--- config.mk ---
export PLATFORM = sky130hd
export DESIGN_NAME = blank_sync_level_enc
export DESIGN_NICKNAME = d
export VERILOG_FILES = /design/src/rtl/blank_sync_level_enc.sv
export SDC_FILE = /design/constraint.sdc
export NUM_CORES = 1
export LEC_CHECK = 0
export ABC_AREA = 1
export CORE_MARGIN = 1.5
export CORE_UTILIZATION = 60
export CTS_CLUSTER_DIAMETER = 120
export DETAILED_ROUTE_END_ITERATION = 12
export DONT_BUFFER_PORTS = 1
export PLACE_DENSITY = 0.83
export SLEW_MARGIN = 20
export SYNTH_ARGS = -nofsm -noshare
export SYNTH_HDL_FRONTEND = slang
export SYNTH_SLANG_ARGS = --single-unit
--- constraint.sdc ---
create_clock -name clk -period 1.3 [get_ports clk]
set_input_delay 0.065 -clock clk [delete_from_list [all_inputs] [get_ports clk]]
set_output_delay 0.065 -clock clk [all_outputs]
set_load 0.02 [all_outputs]
--- src/rtl/blank_sync_level_enc.sv ---
module blank_sync_level_enc #(
  parameter int CW = 8,
  parameter int NCH = 3
) (
  input  logic              clk,
  input  logic              rst_n,
  input  logic [7:0]        cfg_i,
  input  logic [NCH*CW-1:0] pix_i,
  input  logic              blank_i,
  input  logic              sync_i,
  output logic [NCH*CW-1:0] code_o,
  output logic              blank_o,
  output logic              ped_o,
  output logic [NCH-1:0]    sync_o,
  output logic              inv_blank_o,
  output logic              inv_sync_o,
  output logic              interlace_o
);
  localparam int PW = NCH * CW;
  localparam int SYNC_EN_LSB = 2;

  logic       blank_q;
  logic [7:0] cfg_q;
  logic [7:0] cfg_use;
  logic       start;
  logic       unused_cfg;

  assign start      = blank_i & ~blank_q;
  assign cfg_use    = start ? cfg_i : cfg_q;
  assign unused_cfg = cfg_i[6] ^ cfg_q[6];
  assign interlace_o = cfg_q[7];

  always_ff @(posedge clk) begin
    if (!rst_n) begin
      blank_q     <= 1'b0;
      cfg_q       <= '0;
      blank_o     <= 1'b0;
      ped_o       <= 1'b0;
      inv_blank_o <= 1'b0;
      inv_sync_o  <= 1'b0;
    end else begin
      blank_q     <= blank_i;
      cfg_q       <= cfg_use;
      blank_o     <= blank_i;
      ped_o       <= ~blank_i & cfg_use[5];
      inv_blank_o <= blank_i & cfg_use[0];
      inv_sync_o  <= sync_i & cfg_use[1];
    end
  end

  for (genvar ch = 0; ch < NCH; ch++) begin : g_ch
    always_ff @(posedge clk) begin
      if (!rst_n) begin
        code_o[ch*CW +: CW] <= '0;
        sync_o[ch]          <= 1'b0;
      end else begin
        code_o[ch*CW +: CW] <= blank_i ? '0 : pix_i[ch*CW +: CW];
        sync_o[ch]          <= sync_i & cfg_use[SYNC_EN_LSB + ch];
      end
    end
  end


  video_pass_chk: assert property (@(posedge clk) disable iff (!rst_n)
    ($past(rst_n) && !blank_o) |-> code_o == $past(pix_i));


  blank_zero_chk: assert property (@(posedge clk) disable iff (!rst_n)
    blank_o |-> (code_o == {PW{1'b0}} && !ped_o));


  sync_gate_chk: assert property (@(posedge clk) disable iff (!rst_n)
    ($past(rst_n) && |sync_o) |-> $past(sync_i));


  inv_blank_chk: assert property (@(posedge clk) disable iff (!rst_n)
    inv_blank_o |-> blank_o);


  inv_sync_chk: assert property (@(posedge clk) disable iff (!rst_n)
    ($past(rst_n) && inv_sync_o) |-> $past(sync_i));


  cfg_hold_chk: assert property (@(posedge clk) disable iff (!rst_n)
    !(blank_i && !blank_q) |=> $stable(interlace_o));
endmodule

==> impl_metrics.ini, run 1 <==
[run_status]
error = [ERROR DPL-0033] detailed placement checks failed during check placement.
lastStage = clock tree synthesis
status = did not finish

[place]
io_buffers = 0
place.detailed.hpwl_mm = 1.436
place_inst = 165
gp_congestion = 0.6669

[yosys]
synthSimpleGateAreaFrac = 0.2122
ys_warn_count = 0
yosys.area_share.adder = 0
syn-cell-area_um2 = 1256
synth_cells = 141
synth_top_family_by_area = simple AND/OR/NAND/NOR gates
ys_ff_latch = 38
synthDistinctLibCells = 14
synth_compound_area_frac = 0.007968
synthXorXnorAreaFrac = 0
syn_nets = 177
synth.area.mux_share = 0
ys_seq_area_frac = 0.6056
syn_area_per_cell_um2 = 8.909

[clocking]
clk_path_buf_depth = 2
cts_setup_buffers = 0
ctsHtreeMaxLevel = 2
cts_hold_buf = 58
numCtsBuffers = 5
cts.sinks = 38
cts-resized-gates = 0
clockRootBuffer = clkbuf_4

[die]
start_util = 0.6403
rows = 16
fp.dieH_um = 48.76
io_pins = 68
die_w_um = 48.76
[logic make-up after synthesis]
kind of cell	count (synthesis)
AOI/OAI and AO/OA	2
and+or+nand+nor	52
buffers and inverters	49
DFF	38
[per-stage QoR]
step	setup slack, ns	area [um^2]	hold WS, ns
after detailed placement	0.3885	1252	0.1705
after global placement	0.4280	1252	0.1623
after floorplan	0.3469	1256	0.1772
[synth_stat cells, drive strengths merged]
library cell  instances  area (um^2)
inv                  45        173.9
o21ai                 2        10.01
dfxtp                38        760.7
nor2                 34        162.7
buf                   4        45.04
nand3                10        50.05
nand2                 8        53.80
==> inputs of run 2 (changes only) <==
--- a/config.mk
+++ b/config.mk
@@ -6,12 +6,11 @@
 export NUM_CORES = 1
 export LEC_CHECK = 0
 export ABC_AREA = 1
-export CORE_MARGIN = 1.5
-export CORE_UTILIZATION = 60
-export CTS_CLUSTER_DIAMETER = 120
+export CORE_AREA = 2 2 63 65
 export DETAILED_ROUTE_END_ITERATION = 12
+export DIE_AREA = 0 0 65 67
 export DONT_BUFFER_PORTS = 1
-export PLACE_DENSITY = 0.83
+export PLACE_DENSITY_LB_ADDON = 0.15
 export SLEW_MARGIN = 20
 export SYNTH_ARGS = -nofsm -noshare
 export SYNTH_HDL_FRONTEND = slang
==> run 2 against run 1 <==
Against the previous run: the flow now finishes without violations; synthesized area stayed put; synthesized cell count stayed put.
==> impl_metrics.ini, run 2 <==
[clocking]
path_clk_slew_ns = 0.07
cts_setup_buffers = 0
cts-resized-gates = 0
ctsHtreeMaxLevel = 2
cts.sinks = 38
cts_hold_buf = 30
clock_latency_ns = 0.28
numCtsBuffers = 5
cts_tree = yes
clk_path_buf_depth = 2
clockRootBuffer = clkbuf_8

[global_route]
antenna_found_initial = 0
grt_usage = 0.1162
grt_max_degree = 26
grt_pass1_wl_mm = 3.684
grt.overflow.total = 0
grt_pass1_vias = 892

[detailed_routing]
wire_per_inst_um = 10.22
finalWirelength_mm = 2.290
drc = 0
viasPerCell = 4.027
firstDrtPassIters = 3
dr_total_vias = 902
drt_iter0_drc = 37
final_antenna_net_count = 0

[worst_setup_path]
required_ns = 1.48
r2r_cells = 4
critPathCaptureType = register
crit_slowest_cell = dlygate4sd3_1
worst_ep_arrival_time_ns = 1.33
crit_fanout = 7
timing.critical_path.mode_cell = dlygate4sd3_1
worstSetupStartpointType = primary input
crit_chain = dlygate4sd3_1, nand2_1, dlygate4sd3_1, inv_1
path_class = primary input to register
max_stage_delay_ns = 0.61
r2r_slack_ns = 0.38

[power]
powerDensity_nw_per_um2 = 1366
leakagePower_nw = 0.8479
ir_drop_v = 0.0006400

[die]
core_um2 = 3606
die-area_um2 = 4355
rows = 22
fp.dieH_um = 67
io_pins = 68
die_w_um = 65
start_util = 0.3484

[cells_and_area]
regMostFlops = code_o
nets = 211
regArea_um2 = 760.7
area_delta_synth_final_pct = 32.97
largest_reg_flops = 24
fillCellCount = 358
multi_input_area_um2 = 276.5
antenna_cells = 0
layout_commonest_cell = inv_1
final_cell_mix = 44 x inv_1, 38 x dfxtp_1, 30 x dlygate4sd3_1
drive_gt1_frac = 0.1193
utilization = 0.4632
reg.largest.list = code_o x24, cfg_q x7, sync_o x3

[min_path]
min_path_type = primary input to register
hold_depth = 3

[yosys]
ys.flop_type = dfxtp_1
ys_ff_latch = 38
synth_edf_count = 0
synthDistinctLibCells = 14
async_flop_share = 0
synthTopCellsByArea = dfxtp_1 61%, inv_1 13%, nor2_1 7.2%
synth_top_area_cell = dfxtp_1
synth_cells = 141
netlist_top_cells_count = 44 x inv_1, 38 x dfxtp_1, 24 x nor2_1, 10 x nand3_1, 8 x nor2_2
syn_area_per_cell_um2 = 8.909
synth_most_common_cell = inv_1
syn_nets = 177
yosys.area.top_type_share = 0.6056
ys_warn_count = 0
syn-cell-area_um2 = 1256
ys_seq_area_frac = 0.6056

[timing]
period_share = 0.8823
fmax_mhz = 871.9
setup_ws_ns = 0.1530
final_hold_viol_count = 0
grt_setup_unrepaired = no
clock_skew_ns = 0.0008382
worst_pin_slew_ns = 0.2462
slew_violations = 0
fin_crit_ns = 1.147
final.setup.tns_ns = 0
max_slew_margin = 0.8353
setup_viol = 0

[place]
dpl_worst_slack_ns = 0.3850
place.detailed.hpwl_mm = 1.524
gp_congestion = 0.7593
io_buffers = 0

[run]
cap_violations = 0

[run_status]
status = finished, final reports clean
[run 2: cell counts after synthesis]
Identical to the previous run, type by type.
[run 2: metrics by stage]
step / power, mW / instance area [um^2] / instances / hold slack (ns)
6_report: 2.282 / 1670 / 224 / 0.01965
5_1_grt: 2.410 / 1670 / 224 / 0.03149
4_1_cts: 2.326 / 1670 / 224 / 0.01056
3_5_place_dp: 1.439 / 1279 / 186 / 0.1645
3_3_place_gp: 1.434 / 1279 / 186 / 0.1606
2_1_floorplan: 1.433 / 1256 / 141 / 0.1772
[run 2: layout make-up]
| type | instances | area share |
|---|---|---|
| Tap cell | 48 | 0.03596 |
| Clock inverter | 1 | 0.002996 |
| Inverter | 45 | 0.1041 |
| Clock buffer | 7 | 0.05169 |
| Sequential cell | 38 | 0.4554 |
| Timing Repair Buffer | 31 | 0.1843 |
| Multi-Input combinational cell | 54 | 0.1655 |
[run 2: metal layers]
metal | global-route usage | vias to the layer above | share of wire
li1 | - | 456 | -
met1 | 0.1048 | 401 | 0.37
met2 | 0.2062 | 40 | 0.52
met3 | 0.06588 | 5 | 0.093
met4 | 0.06117 | 0 | 0.020
met5 | 0 | - | 0
[run 2: where the power goes]
| part | switching (mW) | total, mW | internal (mW) |
|---|---|---|---|
| registers | 0.0717 | 1.29 | 1.22 |
| clock network | 0.371 | 0.798 | 0.427 |
| logic | 0.0902 | 0.190 | 0.100 |
| total | 0.533 | 2.28 | 1.75 |
[run 2: kinds of logic (layout without fill, tap and decap cells)]
group	Yosys count	in the layout	share of synthesized area
and+or+nand+nor	52	52	0.2122
buffers and inverters	49	84	0.1743
DFF	38	38	0.6056
AOI/OAI and AO/OA	2	2	0.007968
[run 2: worst paths after layout]
kind	start	end
worst min register to register	cfg_q[5]$_SDFF_PN0_	ped_o$_SDFF_PN0_
worst min-delay path	blank_i	cfg_q[3]$_SDFF_PN0_
worst max register to register	blank_q$_SDFF_PN0_	cfg_q[7]$_SDFFE_PN0N_
worst max-delay path	blank_i	blank_q$_SDFF_PN0_
[run 2: critical path: cells and delay by family]
kind          cells  cell delay [ns]
buf+inv           3             1.18
simple gates      1             0.08
No activity file was read; power rests on OpenSTA's default activity.
==> inputs of run 3 (changes only) <==
--- a/config.mk
+++ b/config.mk
@@ -11,6 +11,7 @@
 export DIE_AREA = 0 0 65 67
 export DONT_BUFFER_PORTS = 1
 export PLACE_DENSITY_LB_ADDON = 0.15
+export SETUP_SLACK_MARGIN = 0.2
 export SLEW_MARGIN = 20
 export SYNTH_ARGS = -nofsm -noshare
 export SYNTH_HDL_FRONTEND = slang
==> run 3 against run 2 <==
Against the previous run: global-route usage about the same; combinational power hardly changed; clock power is essentially flat; cell area shrank 0.60%; final cell count decreased by 0.45%; sequential power about the same; critical path depth did not move; wire length is 0.44% lower; worst hold slack hardly changed; non-clock buffer count down 1; via count down 0.67%; largest power group unchanged.
==> impl_metrics.ini, run 3 (same netlist as run 2, synthesis figures left out) <==
[place]
place.detailed.hpwl_mm = 1.524
gp_congestion = 0.7593
io_buffers = 0

[timing]
clock_skew_ns = 0.0007524
slew_violations = 0
grt_setup_unrepaired = no
worst_pin_slew_ns = 0.2710
final.setup.tns_ns = 0
period_share = 0.7063
fin_crit_ns = 0.9182
final_hold_viol_count = 0
setup_viol = 0
fmax_mhz = 1089
max_slew_margin = 0.8187

[detailed_routing]
viasPerCell = 4.018
firstDrtPassIters = 3
finalWirelength_mm = 2.280
drc = 0
dr_total_vias = 896
wire_per_inst_um = 10.22
drt_iter0_drc = 35
final_antenna_net_count = 0

[clocking]
ctsHtreeMaxLevel = 2
clk_path_buf_depth = 2
path_clk_slew_ns = 0.07
cts.sinks = 38
cts_tree = yes
numCtsBuffers = 5
cts-resized-gates = 0
clockRootBuffer = clkbuf_8
clock_latency_ns = 0.28

[die]
start_util = 0.3484
die-area_um2 = 4355
fp.dieH_um = 67
io_pins = 68
die_w_um = 65
rows = 22
core_um2 = 3606

[worst_setup_path]
critPathCaptureType = register
worstSetupStartpointType = register
crit_fanout = 8
worst_ep_arrival_time_ns = 1.09
path_class = register to register
required_ns = 1.47

[global_route]
grt_usage = 0.1158
antenna_found_initial = 0
grt.overflow.total = 0
grt_pass1_wl_mm = 3.663
grt_pass1_vias = 875
grt_max_degree = 26

[run_status]
status = finished, final reports clean

[cells_and_area]
layout_commonest_cell = inv_1
final_cell_mix = 44 x inv_1, 38 x dfxtp_1, 29 x dlygate4sd3_1
regMostFlops = code_o
area_delta_synth_final_pct = 32.17
antenna_cells = 0
utilization = 0.4604
nets = 210
reg.largest.list = code_o x24, cfg_q x7, sync_o x3
largest_reg_flops = 24
drive_gt1_frac = 0.1200

[power]
ir_drop_v = 0.0006398
powerDensity_nw_per_um2 = 1373
leakagePower_nw = 0.8451
finalPower_mw = 2.279

[run]
cap_violations = 0

[min_path]
min_path_type = primary input to register
==> run 3: worst paths after layout <==
kind | cells after the start | slack (ns) | startpoint | end
max | 4 | 0.38 | blank_q$_SDFF_PN0_ | cfg_q[7]$_SDFFE_PN0N_
min | 3 | 0.02 | blank_i | cfg_q[3]$_SDFF_PN0_
max reg2reg | 4 | 0.38 | blank_q$_SDFF_PN0_ | cfg_q[7]$_SDFFE_PN0N_
min reg2reg | 2 | 0.44 | cfg_q[5]$_SDFF_PN0_ | ped_o$_SDFF_PN0_
==> run 3: report_power, final <==
part	total [mW]	internal, mW	switching (mW)
Sequential	1.29	1.22	0.0717
Clock	0.798	0.427	0.371
Combinational	0.188	0.0982	0.0901
==> run 3: final cells by class <==
| type | count | area [um^2] |
|---|---|---|
| timing repair buffer | 30 | 297.8 |
| clock inverter | 1 | 5.005 |
| clock buffer | 7 | 86.33 |
| inverter | 45 | 173.9 |
| sequential | 38 | 760.7 |
| multi-input combinational | 54 | 276.5 |
| tap | 48 | 60.06 |
| fill | 359 | 1946 |
==> run 3: timing repair <==
action / 4_1_cts / 5_1_grt
buffers inserted: 0 / 0
hold buffers: 29 / 0
hold endpoints to repair: 37 / 0
==> run 3: layer usage <==
metal,part of all wire,vias to the layer above,global-route usage
li1,-,455,-
met1,0.37,396,0.1068
met2,0.52,40,0.2023
met3,0.093,5,0.06588
met4,0.020,0,0.06117
met5,0,-,0
==> run 3: critical path, stage by stage (launching register included) <==
cell     delay [ns]
dfxtp_1        0.31
inv_1          0.17
nand2_4        0.11
o21ai_0        0.16
nor2_1         0.05
==> run 3: metrics by stage <==
stage	area, um^2	std cells	hold slack [ns]	worst slack, ns
after floorplan	1256	141	0.1772	0.3469
after global placement	1279	186	0.1606	0.4030
after detailed placement	1279	186	0.1645	0.3850
after CTS	1660	223	0.01056	0.3751
after global routing	1660	223	0.03149	0.2524
final	1660	223	0.01970	0.3818
